==> src/rtl/addr_knock_detect.sv <==
module addr_knock_detect #(
  parameter int ADDR_W = 13,
  parameter logic [ADDR_W-1:0] PFX0 = 13'h0000,
  parameter logic [ADDR_W-1:0] PFX1 = 13'h1555,
  parameter logic [ADDR_W-1:0] PFX2 = 13'h0AAA,
  parameter logic [ADDR_W-1:0] PFX3 = 13'h1FFF,
  parameter logic [ADDR_W-1:0] PFX4 = 13'h10F0,
  parameter logic [ADDR_W-1:0] FIN_SAVE = 13'h0F0F,
  parameter logic [ADDR_W-1:0] FIN_RESTORE = 13'h0F0E,
  parameter logic [ADDR_W-1:0] FIN_TEST = 13'h139C
) (
  input  logic              clk,
  input  logic              rst_n,
  input  logic              cs_n,
  input  logic              wr_n,
  input  logic              rd_en_n,
  input  logic              acc_stb,
  input  logic [ADDR_W-1:0] addr,
  output logic              save_req,
  output logic              restore_req,
  output logic              drv_float
);
  localparam int PFX_LEN = 5;
  localparam int STEP_W = $clog2(PFX_LEN + 1);
  localparam logic [STEP_W-1:0] LAST = STEP_W'(PFX_LEN);

  logic [STEP_W-1:0] step;
  logic [ADDR_W-1:0] want;
  logic unused_oe;

  assign unused_oe = rd_en_n;

  wire acc      = !cs_n && acc_stb;
  wire rd       = acc && wr_n;
  wire at_final = (step == LAST);
  wire hit_pfx  = rd && !at_final && (addr == want);
  wire hit_save = rd && at_final && (addr == FIN_SAVE);
  wire hit_rest = rd && at_final && (addr == FIN_RESTORE);
  wire hit_test = rd && at_final && (addr == FIN_TEST);

  always_comb begin
    case (step)
      STEP_W'(0): want = PFX0;
      STEP_W'(1): want = PFX1;
      STEP_W'(2): want = PFX2;
      STEP_W'(3): want = PFX3;
      default:    want = PFX4;
    endcase
  end

  assign drv_float = hit_save || hit_rest;

  always_ff @(posedge clk or negedge rst_n) begin
    if (!rst_n) begin
      step        <= '0;
      save_req    <= 1'b0;
      restore_req <= 1'b0;
    end else begin
      save_req    <= hit_save;
      restore_req <= hit_rest;
      if (acc) begin
        if (!wr_n)               step <= '0;
        else if (hit_pfx)        step <= step + 1'b1;
        else if (addr == PFX0)   step <= STEP_W'(1);
        else                     step <= '0;
      end
    end
  end

  AST_REQ_EXCL:   assert property (@(posedge clk) disable iff (!rst_n) !(save_req && restore_req));
  AST_SAVE_PULSE: assert property (@(posedge clk) disable iff (!rst_n) save_req |=> !save_req);
  AST_REST_PULSE: assert property (@(posedge clk) disable iff (!rst_n) restore_req |=> !restore_req);
  AST_IDLE_HOLD:  assert property (@(posedge clk) disable iff (!rst_n) !acc |=> $stable(step));
  AST_WR_CLEARS:  assert property (@(posedge clk) disable iff (!rst_n) (acc && !wr_n) |=> step == '0);
  AST_TEST_QUIET: assert property (@(posedge clk) disable iff (!rst_n) hit_test |=> !save_req && !restore_req);
  AST_FLOAT_REQ:  assert property (@(posedge clk) disable iff (!rst_n) drv_float |=> (save_req || restore_req));
  AST_REQ_CAUSE:  assert property (@(posedge clk) disable iff (!rst_n) (save_req || restore_req) |-> $past(at_final && rd));
endmodule

==> config.mk <==
export PLATFORM = sky130hd
export DESIGN_NAME = addr_knock_detect
export DESIGN_NICKNAME = d
export VERILOG_FILES = /design/src/rtl/addr_knock_detect.sv
export SDC_FILE = /design/constraint.sdc
export NUM_CORES = 1
export LEC_CHECK = 0
export CORE_AREA = 4 4 41 43
export DETAILED_ROUTE_END_ITERATION = 8
export DIE_AREA = 0 0 45 47
export PLACE_DENSITY = 0.7
export RECOVER_POWER = 100
export SLEW_MARGIN = 20
export SYNTH_ARGS = -nofsm -noshare
export SYNTH_HDL_FRONTEND = slang
export SYNTH_SLANG_ARGS = --single-unit
==> constraint.sdc <==
create_clock -name clk -period 1.88 [get_ports clk]
set_input_delay 0.282 -clock clk [delete_from_list [all_inputs] [get_ports clk]]
set_output_delay 0.282 -clock clk [all_outputs]
set_load 0.01 [all_outputs]
======== Yosys cells after proc, flatten, opt, wreduce, memory -nomap -nowiden ========
Cells that the tools add are included.
word-level totals
  output and inout bits ................... 3
  input port bits ......................... 19
  bits in registers ....................... 5
  logic and storage cells ................. 27
cells by class
  mux-type cells .......................... 4
  add/sub/neg operators ................... 1
  eq/ne operators ......................... 7
  reduce and logical (&&, ||, !) cells .... 12
operators with widths
  cell                                                                number
  13-bit case mux with 4 select lines                                 1
  13-bit by 12-bit == test with 1-bit output (second input constant)  2
  13-bit == test                                                      1
  13-bit zero test                                                    1
  1-bit logical AND                                                   7
  3-bit by 2-bit == test with 1-bit output (second input constant)    2
  3-bit two-way mux                                                   2
  3-bit by 1-bit adder with 3-bit output (second input constant)      1
  3-bit by 1-bit == test with 1-bit output (second input constant)    1
  3-bit == test (second input constant)                               1
  3-bit zero test                                                     1
  1-bit zero test                                                     2
  1-bit logical OR                                                    1
  1-bit two-way mux                                                   1

======== Depth between registers and ports, before layout ========
  depth in word-level cells ............... 7
  depth in mapped cells ................... 6
  mapped depth without buffers ............ 6

======== Worst setup path before layout ========
No wires, ideal clock.
  path type ............................... register to register
  start ................................... register step[1]
  end ..................................... register step[0]
  setup time .............................. 0.125 ns
  data required time ...................... 1.755 ns
  data arrival time ....................... 1.913 ns
  buffers on the path ..................... 0
  cell stages (with the launch flop) ...... 7
  slack ................................... -0.158 ns
  clock period less this slack ............ 2.038 ns
  cells stage by stage .................... dfrtp_1 ha_1 ha_1 nor3_1 mux2i_4 a2111o_1 mux2_4
between the ends
  longest elaborated chain between the ends .. 6
  elaborated cells on any way between the ends .. 12
  those cells by class .................... 5 x eq/ne; 3 x mux; 4 x reduce/logical
RTL lines
  what                                                                    RTL line  source
  from (decl)                                                             27        logic [STEP_W-1:0] step;
  from (signal assigned)                                                  63        else if (hit_pfx) step <= step + 1'b1;
  3-bit by 2-bit == test with 1-bit output (tied with other cells)        42        case (step)
  13-bit case mux with 4 select lines or 1-bit zero test (tied branches)  42, 36
  13-bit == test or 1-bit logical AND (tied branches)                     36        wire hit_pfx = rd && !at_final && (addr == want);
  1-bit logical AND (*)                                                   36
  3-bit two-way mux (*)                                                   63
  3-bit two-way mux (*)                                                   62        if (!wr_n) step <= '0;
Every way passes the cells marked *; elsewhere a longest branch is shown, timed or not.
A chain may end at the register's enable or synchronous reset.

======== Worst setup path in the final report ========
Same ends and word-level chain as after synthesis.

==> summary.txt <==
Finish
  – Commonest non-fill, non-tap cells in the layout: buf_4, clkdlybuf4s50_1, dfrtp_1
  – Commonest non-fill, non-tap cell in the layout: buf_4
  – Layout area overhead: 106.5%
  – Nets: 108
  – Non-filler cells, final: 99
  – Share of post-route cells with drive strength above 1: 47.62%
  – Final core utilization: 67.69%
  – Ant. Diodes: 0

Global routing
  – Global-route wire length before repair: 1952 microns
  – Gr ovfl total: 0
  – Largest net degree at the start of global routing: 7
  – GRT Overall Usage: 13.02%
  – Initial antenna violation count: 0
  – Number of global-route vias before repair: 464

Detailed routing
  – Routed wire length per instance: 13.84 microns
  – DRC Markers: 0
  – Vias after detailed routing: 513
  – Post-route ant nets: 0
  – Drt initial violations: 2
  – Via density per instance: 5.182
  – TritonRoute pass-1 iters: 4
  – Post-Route WL: 1370 microns

Clock tree
  – Longest Clk Path Bufs: 2
  – Root Driver: clkbuf_4
  – Worst skew pair latency: 250 ps
  – Clock sink total: 5
  – CTS buffer count: 3
  – CTS tree: yes
  – CTS H-Tree Depth: 1
  – Reg clk slew, reported paths: 50 ps

Logic synthesis
  – Share of the yosys chip area belonging to registers: 29.33%
  – Mux cell area share after synthesis: 11.44%
  – Syn Std Cell Area: 426.7 sq um
  – Post-Syn Instances: 44
  – Synth cell types: 27
  – Post-synthesis xor/xnor area fraction: 0%
  – Warnings, synthesis: 0
  – #FFs+latches synth: 5
  – Post-synthesis adder-cell area fraction: 11.73%
  – Total nets after synthesis: 67
  – Complex-gate fraction of the synthesized area: 13.20%
  – Mean post-synth cell area: 9.697 sq um
  – Post-synthesis simple-gate area fraction: 31.67%
  – Largest family of logic cells by synthesized area: simple AND/OR/NAND/NOR gates

Floorplan
  – Die H: 47 microns
  – Die width: 45 microns
  – Ports: 22
  – Rows: 13
  – Core area: 1301 sq um
  – Starting Density: 32.79%
  – Area of the die: 2115 sq um

Worst setup path
  – Reg2Reg Launch Point: step[1]
  – CP arrival: 2110 ps
  – CP Capture Type: register
  – Worst setup path startpoint: step[1]
  – Startpoint types: register
  – Setup Crit Path Kind: register to register
  – Critical path peak fanout: 3
  – Worst path required time: 2010 ps

Timing
  – Max Fclk: 505.3 MHz
  – Final Max Tran Viols: 0
  – Post-route minimum period: 1979 ps
  – RSZ-0062 raised after global routing: yes
  – Slew HR: 83.85%
  – Final cycle utilization of the critical path: 105.3%
  – Final Skew: 5.681 ps
  – Worst Tran Pin Value: 241.5 ps
  – Setup ws final: -99.11 ps
  – Final hold violations: 0
  – Setup violators final: 4

Run status
  – Status: finished with violations
  – Failing checks: setup timing

Placed design
  – Placed insts: 91
  – Placer congestion estimate: 0.7102
  – Final HPWL DP: 925.6 microns
  – Quantity of I/O buffers inserted on ports: 20

Min path
  – Worst Hold Class: primary input to register
  – Min-Delay Startpoint: addr[0]

Power and ir drop
  – Post-layout power: 300.4 uW
  – Leakage power: 0.4058 nW
  – Max VDD drop: 302.2 uV
  – Power per Cell Area: 341.0 nW/um^2

Run
  – Max-cap viol count: 0
## critical path, cell delays in order, from the launching register on
cell and delay [ps]:
dfrtp_1 420, inv_2 80, ha_4 170, nor2b_4 120, or3_1 340, a2111o_1 420, mux2_4 320
## path summary, 6_finish.rpt
kind                                     to  slack, ps  depth (start not counted)
worst min-delay path            restore_req        310                          3
worst min register to register      step[2]        620                          2
max in group asynchronous           step[0]       1340                          1
worst max-delay path                step[0]       -100                          6
min in group asynchronous          save_req        330                          1
worst max register to register      step[0]       -100                          6
## per-layer routing
metal / routed length, microns / share of wire [%] / GRT usage (%)
met1: 512 / 37 / 14.06
met2: 710 / 52 / 23.45
met3: 118 / 8.6 / 6.513
met4: 29 / 2.1 / 1.754
met5: 0 / 0 / 0
## flip-flops by register name, summed over array words and instances, names as in the netlist
signal,count
save_req,1
step,3
restore_req,1
## through the flow
step	cell area [sq um]	hold slack [ps]	setup WS (ps)	TNS, ps
floorplan	431.7	-13.59	-101.2	-101.2
global placement	740.7	522.3	-530.4	-1795
detailed placement	740.7	522.5	-561.2	-1923
CTS	803.3	263.2	-155.0	-318.2
global route	880.8	324.7	-169.8	-469.6
finish	880.8	307.6	-99.11	-235.5
## cells in the mapped netlist
cell type  number  area (sq um)
a2111o_1        1         11.26
and2_1          1         6.260
and3_1          1         6.260
and3_2          1         7.510
and4_1          1         8.760
and4_2          1         10.01
dfrtp_1         5         125.1
ha_1            4         50.05
inv_1           3         11.26
mux2_2          1         11.26
mux2_4          1         15.01
mux2i_4         1         22.52
nand2_1         3         11.26
nand2b_1        1         6.260
nand4_1         1         6.260
nor2_1          2         7.510
nor2b_1         3         18.77
nor3_1          3         15.01
nor4_1          1         6.260
o2111ai_1       1         8.760
o211a_1         1         10.01
o21ai_0         1         5.000
o22ai_1         2         12.51
o2bb2ai_1       1         8.760
or3_1           1         6.260
or4_1           1         7.510
or4_4           1         11.26
## what timing repair did
item                       4_1_cts  5_1_grt
setup endpoints to repair        4        4
hold buffers                     0        0
resized for setup               14       19
pin swaps                        3        7
setup buffers                    1        3
cloned                           0        0
## final cells by class
cell class,instances,area [sq um]
Clock buffer,4,26.28
Fill cell,115,420.4
Inverter,3,11.26
Timing Repair Buffer,36,317.8
Sequential cell,5,126.4
Tap cell,15,18.77
Multi-Input combinational cell,36,380.4
## logic make-up (layout without fill, tap and decap cells)
kind of cell | Yosys count | in the layout
flip-flops | 5 | 5
multiplexers | 3 | 3
AND/OR/NAND/NOR | 22 | 22
buffers and inverters | 3 | 43
AO/OA/AOI/OAI | 7 | 7
adder cells (fa/ha/maj) | 4 | 4
## where the power goes
part / switching [mW] / internal [mW]
clock: 0.0478 / 0.0805
combinational: 0.0220 / 0.0421
sequential: 0.0000114 / 0.108
total: 0.0698 / 0.231
Power figures use the tool's default switching activity.
